## src/rtl/pal_frame_seq.sv

```systemverilog
module pal_frame_seq #(
  parameter int PIX_W   = 16,
  parameter int COLOR_W = 12
) (
  input  logic             clk,
  input  logic             rst_n,
  input  logic             ctl_en,
  input  logic [1:0]       ctl_mode,
  input  logic             clr_loaded,
  input  logic [31:0]      in_data,
  input  logic             in_valid,
  output logic             in_ready,
  input  logic             pix_req,
  output logic             pix_valid,
  output logic [PIX_W-1:0] pix_data,
  output logic             sts_loaded,
  output logic             sts_err,
  output logic             sts_und,
  output logic             irq
);
  localparam int ENTRIES = 256;
  localparam int IDX_W   = $clog2(ENTRIES);

  typedef enum logic [2:0] {S_IDLE, S_PAL, S_FRAME, S_DONE, S_HALT} st_t;

  st_t              st;
  logic [1:0]       mode_q;
  logic [2:0]       depth_q;
  logic [IDX_W-1:0] wcnt, wlast;
  logic [31:0]      wbuf;
  logic [2:0]       rem;
  logic [1:0]       pos;
  logic [COLOR_W-1:0] pal [ENTRIES];

  function automatic logic [IDX_W-1:0] last_word(input logic [2:0] code);
    case (code)
      3'd3:    return IDX_W'(127);
      3'd4:    return IDX_W'(7);
      default: return IDX_W'(63);
    endcase
  endfunction

  wire [2:0] new_code = in_data[14:12];
  wire       bad_code = new_code > 3'd4;
  wire       first_w  = (wcnt == '0);
  wire       idx8     = (depth_q == 3'd3);
  wire [2:0] ppw      = idx8 ? 3'd4 : 3'd2;

  assign in_ready = (st == S_PAL) ||
                    (st == S_FRAME && (rem == 3'd0 || (rem == 3'd1 && pix_req)));

  wire pal_acc = (st == S_PAL) && in_valid;
  wire push    = (st == S_FRAME) && in_valid && in_ready;
  wire pop     = (st == S_FRAME) && pix_req && (rem != 3'd0);

  wire [7:0]       sel_byte = wbuf[{pos, 3'b000} +: 8];
  wire [PIX_W-1:0] px_pal   = PIX_W'(pal[sel_byte]);
  wire [PIX_W-1:0] px_raw   = pos[0] ? wbuf[31:16] : wbuf[15:0];
  wire [PIX_W-1:0] px       = idx8 ? px_pal : px_raw;

  wire [IDX_W-1:0] wr_idx = {wcnt[IDX_W-2:0], 1'b0};

  always_ff @(posedge clk) begin
    if (pal_acc && !(first_w && bad_code)) begin
      pal[wr_idx]         <= in_data[COLOR_W-1:0];
      pal[wr_idx | 8'd1]  <= in_data[16 +: COLOR_W];
    end
  end

  always_ff @(posedge clk) begin
    if (!rst_n) begin
      st         <= S_IDLE;
      mode_q     <= 2'b00;
      depth_q    <= 3'd4;
      wcnt       <= '0;
      wlast      <= '0;
      wbuf       <= '0;
      rem        <= '0;
      pos        <= '0;
      pix_valid  <= 1'b0;
      pix_data   <= '0;
      sts_loaded <= 1'b0;
      sts_err    <= 1'b0;
      sts_und    <= 1'b0;
    end else if (!ctl_en) begin
      st         <= S_IDLE;
      wcnt       <= '0;
      rem        <= '0;
      pos        <= '0;
      pix_valid  <= 1'b0;
      sts_loaded <= 1'b0;
      sts_err    <= 1'b0;
      sts_und    <= 1'b0;
    end else begin
      pix_valid <= pop;
      if (clr_loaded && mode_q == 2'b01) sts_loaded <= 1'b0;
      case (st)
        S_IDLE: begin
          mode_q <= ctl_mode;
          wcnt   <= '0;
          rem    <= '0;
          if (ctl_mode == 2'b01 || ctl_mode == 2'b00) st <= S_PAL;
          else if (ctl_mode == 2'b10)                 st <= S_FRAME;
        end
        S_PAL: if (in_valid) begin
          if (first_w) begin
            if (bad_code) begin
              sts_err <= 1'b1;
              st      <= S_HALT;
            end else begin
              depth_q <= new_code;
              wlast   <= last_word(new_code);
              wcnt    <= IDX_W'(1);
            end
          end else if (wcnt == wlast) begin
            sts_loaded <= 1'b1;
            rem        <= '0;
            st         <= (mode_q == 2'b01) ? S_DONE : S_FRAME;
          end else begin
            wcnt <= wcnt + 1'b1;
          end
        end
        S_FRAME: begin
          if (pix_req && rem == 3'd0) sts_und <= 1'b1;
          if (pop) begin
            pix_data <= px;
            pos      <= pos + 1'b1;
            rem      <= rem - 1'b1;
          end
          if (push) begin
            wbuf <= in_data;
            pos  <= '0;
            rem  <= ppw;
          end
        end
        default: ;
      endcase
    end
  end

  assign irq = sts_loaded | sts_err;
endmodule

```

## config.mk

```make
export PLATFORM = sky130hd
export DESIGN_NAME = pal_frame_seq
export DESIGN_NICKNAME = d
export VERILOG_FILES = /design/src/rtl/pal_frame_seq.sv
export SDC_FILE = /design/constraint.sdc
export NUM_CORES = 2
export LEC_CHECK = 0
export ABC_AREA = 1
export BUFFER_PORTS_ARGS = -buffer_cell sky130_fd_sc_hd__buf_4
export CAP_MARGIN = 5
export CORE_MARGIN = 8
export CORE_UTILIZATION = 30
export DETAILED_ROUTE_END_ITERATION = 12
export GPL_TIMING_DRIVEN = 0
export PLACE_DENSITY = 0.54
export REMOVE_ABC_BUFFERS = 1
export SLEW_MARGIN = 20
export SYNTH_ARGS = -nofsm -noshare
export SYNTH_HDL_FRONTEND = slang
export SYNTH_SLANG_ARGS = --single-unit
export TNS_END_PERCENT = 30
```

## constraint.sdc

```tcl
create_clock -name clk -period 3.5 [get_ports clk]
set_clock_uncertainty 0.1 [all_clocks]
set_input_delay 0 -clock clk [delete_from_list [all_inputs] [get_ports clk]]
set_output_delay 0 -clock clk [all_outputs]
set_load 0.01 [all_outputs]
```

==> results.ini <==
[timing]
max_slew.worst_pin.slew_ns = 1.35
setup_ws_ns = -0.247
period_needed_ns = 3.75
final-max-slew-violation-count = 0
setup_viol = 12
post-route-period-util_pct = 107
rsz0062_at_grt = yes
slew-limit-headroom_pct = 10.1
fin_setup_tns_ns = -2.40
fmax_ghz = 0.267
final-hold-violation-count = 0
fin_worst_hold_slack_ns = 0.0354

[cts]
clock_sink_count = 3148
cts_buffer_depth = 4
cts_tree = yes
clk-insertion-delay-late_ns = 0.93
cts.htree.levels = 5
cts_made_buffers = 336
clk_root_buffer_cell = clkbuf_16
cts.reportedPaths.clkPinSlew_ns = 0.06

[setup_path]
setup.reg_to_reg.worst_slack_ns = -0.25
timing.critical_path.arrival_ns = 4.41
critical_path.top_delay_family = buffers and inverters
critical_path_required_ns = 4.16
crit_path_start = pos[0]
worstPathBufferInverterCount = 10
worstSetupPathType = flop to flop
timing.rr.end = pix_data[4]
cp_common_cell = buf_16
r2r_cell_count = 24
critical_path.max_fanout = 7
cp-end-kind = flop
worstPathCellList = inv_8 -> nand2_8 -> nand3_4 -> buf_12 -> buf_16 -> buf_16 -> nand2_8 -> buf_16 -> buf_16 -> buf_16 -> buf_16 -> buf_12 -> buf_16 -> nand2_2 -> o211ai_1 -> nand3_1 -> nand3_1 -> nand3_2 -> nand3_4 -> nand3_4 -> nand3_4 -> nand3_4 -> nand2_4 -> a21oi_2
critical-path-slowest-cell = dfxtp_4
critical_path.startpoint_type = flop
reg2reg_from = pos[0]
crit_path_max_incr_delay_ns = 0.44

[floorplanning]
die_area_sq_um = 469000
fp.dieW_um = 685
fp.coreArea_sq_um = 445000
die-height_um = 685
pin_count = 62
core.rowCount = 245
initial_utilization_pct = 30.1

[synth]
synth-warning-count = 0
postSynth.asyncResetShare_pct = 0
netlist.top_cell.by_area = edfxtp_1
synth-edff-count = 3072
seq_area_frac_synth_pct = 69.9
netlist_top_cells_area = edfxtp_1 (69%), nand3_1 (10%), nand2_1 (8.2%)
synthesis.area_sq_um = 134000
yosys.cell_types.count = 35
postSynthCellCount = 11900
synth.top_cell.area_share_pct = 68.7
yosys_most_used_dff = edfxtp_1
ys_ff_latch = 3148
synth.avg_cell_area_sq_um = 11.3

[route]
vias_per_cell = 5.19
firstDrtPassIters = 6
routed_wire_length_per_instance_um = 25.1
dr.first_iter.drc_count = 11100
route.antenna.remaining_nets = 0
post-route-drc-count = 0
vias = 95400
drt-total-wl_um = 461000

[hold_path]
min_path_cells = 2
min_delay_worst_endpoint = pal[151][9]
timing.hold.worst.class = input port to flop
min-delay-start = in_data[25]

[pwr]
power.sequential.fraction_pct = 52.6
clkPwrFrac_pct = 45.0
power.leakage_uw = 0.0621
p_sw_uw = 16300
fin_total_pwr_uw = 78700
power.share.combinational_pct = 2.4
power.density_cell_area_nw_per_um2 = 471
vdd_ir_drop_max_mv = 0.365
net_switching_fraction_of_the_power_pct = 20.7
cell_internal_pwr_uw = 62400

[global_route]
number_of_antenna_violations_at_the_first_check_in_global_routing = 31
global_route_wire_length_before_repair_um = 639000
grt_start_max_net_pins = 87
grt_use_total_pct = 18.2
overflow = 0
first_global_vias = 87900

[finish]
syn_to_final_growth_pct = 24.5
design.final.nets = 12200
fill_cells = 42000
final_layout_size_suffix_gt1_share_pct = 13.4
stdcell_area_sq_um = 167000

[placement]
preCtsSetupSlack_ns = -4.25
port-buffer-count = 61
gp_routability_congestion = 0.805
place_hpwl_um = 223000
placed_cell_area_sq_um = 146000

[run]
maxCapViolations = 0

[outcome]
failed_checks = setup timing
run_status = finished, violations left

[registers in the layout, indices dropped and copies added (netlist names)]
| signal | flops |
|---|---|
| wbuf | 32 |
| pal | 3072 |
| pix_valid | 1 |
| rem | 3 |
| st | 3 |
| wcnt | 8 |
| wlast | 3 |
| pix_data | 16 |
| sts_err | 1 |
| mode_q | 2 |
| depth_q | 3 |
| sts_und | 1 |
| sts_loaded | 1 |
| pos | 2 |
[stage by stage]
step           std cells  utilization, %
2_1_floorplan      11100               -
3_3_place_gp       17000            31.0
3_5_place_dp       17300            32.8
4_1_cts            18300            37.0
5_1_grt            18400            37.5
6_report           18400            37.5
[layer usage]
layer	share of wire, %	global-route usage [%]
met2	46	29.1
met1	42	25.1
met4	3.6	6.74
met5	0.0082	0
met3	8.4	2.53
[cells in the final DEF (no fill, tap or decap), types with 4 or more instances in the layout]
cell	instances
a21oi_1	158
a21oi_2	7
a31oi_1	6
buf_12	84
buf_16	231
buf_4	132
buf_6	43
buf_8	41
bufbuf_16	58
bufinv_16	32
clkbuf_1	84
clkbuf_16	393
clkbuf_8	4
clkinv_1	70
clkinv_2	47
clkinv_8	4
clkinvlp_4	7
dfxtp_1	73
diode_2	7
dlygate4sd3_1	86
edfxtp_1	3072
ha_1	5
inv_1	933
inv_6	13
nand2_1	2881
nand2_2	27
nand2_4	11
nand2_8	5
nand3_1	2435
nand3_2	181
nand3_4	147
nand3b_1	504
nand4_1	10
nor2_1	50
nor2_2	7
nor2_4	167
nor3_1	4
o211ai_1	266
o21ai_0	71
o21ai_1	49
[area by class of cell]
type                    instances  area [sq um]  area share, %
diodes                          7          17.5         0.0105
clock buffers                 435          9050           5.42
clock inverters               168          1670           1.00
inverters                     945          3630           2.17
multi-input cells            7010         37500           22.4
flip-flops and latches       3148         93800           56.1
well taps                    5928          7420           4.44
repair buffers                721         14000           8.40
repair inverters                5          46.3         0.0277
[cells in the mapped netlist (2+ instances only)]
library cell	instances
a21oi_1	167
or2_2	3
nor3_1	4
buf_2	479
dfxtp_1	76
buf_1	76
nand3b_1	504
clkinv_1	3
inv_1	938
nand4_1	10
clkbuf_1	256
buf_4	15
o211ai_1	266
o21ai_1	49
nand2_1	2919
nor2_1	184
nand3_1	2761
a31oi_1	6
inv_2	3
a221oi_1	3
o21ai_0	72
a211oi_1	3
and2_1	2
ha_1	5
buf_6	10
edfxtp_1	3072
[cell families (layout without fill, tap and decap cells)]
group,after synthesis,count (layout),synth area share (%)
flip-flops,3148,3148,69.9
buffers and inverters,1782,2274,5.54
adder cells (fa/ha/maj),5,5,0.0466
AND/OR/NAND/NOR,6391,6436,21.9
other,0,7,0
AO/OA/AOI/OAI,569,569,2.64
[power by group through the flow]
stage / clock (uW) / sequential, uW / combinational [uW]
floorplan: 0 / 42200 / 377
global placement: 0 / 42200 / 1570
finish: 35400 / 41400 / 1910
detailed placement: 0 / 42200 / 1620
CTS: 35800 / 41400 / 1850
global route: 37200 / 41300 / 1970
[worst reg2reg max path: stages (launching register included)]
cell	delay (ns)
dfxtp_4	0.44
inv_8	0.08
nand2_8	0.07
nand3_4	0.10
buf_12	0.15
buf_16	0.13
buf_16	0.16
nand2_8	0.11
buf_16	0.14
buf_16	0.17
buf_16	0.17
buf_16	0.20
buf_12	0.22
buf_16	0.14
nand2_2	0.04
o211ai_1	0.08
nand3_1	0.12
nand3_1	0.11
nand3_2	0.15
nand3_4	0.16
nand3_4	0.11
nand3_4	0.16
nand3_4	0.13
nand2_4	0.12
a21oi_2	0.06
[worst max-delay path by stage]
stage / end / slack, ns / depth (start not counted)
after floorplan: pix_data[0] / -71.71 / 13
after detailed placement: pix_data[7] / -4.25 / 25
final: pix_data[4] / -0.25 / 24
after CTS: pix_data[7] / -0.38 / 26
after global routing: pix_data[3] / -0.30 / 23
after global placement: pix_data[5] / -213.67 / 13
[what timing repair did]
item | 4_1_cts | 5_1_grt
endpoints found under the setup margin | 3087 | 1583
hold endpoints to repair | 3384 | 0
pin swaps | 112 | 131
cloned | 147 | 65
gates resized for setup | 415 | 262
setup buffers | 103 | 34
hold buffers | 90 | 0
(Power assumes the default switching activity.)
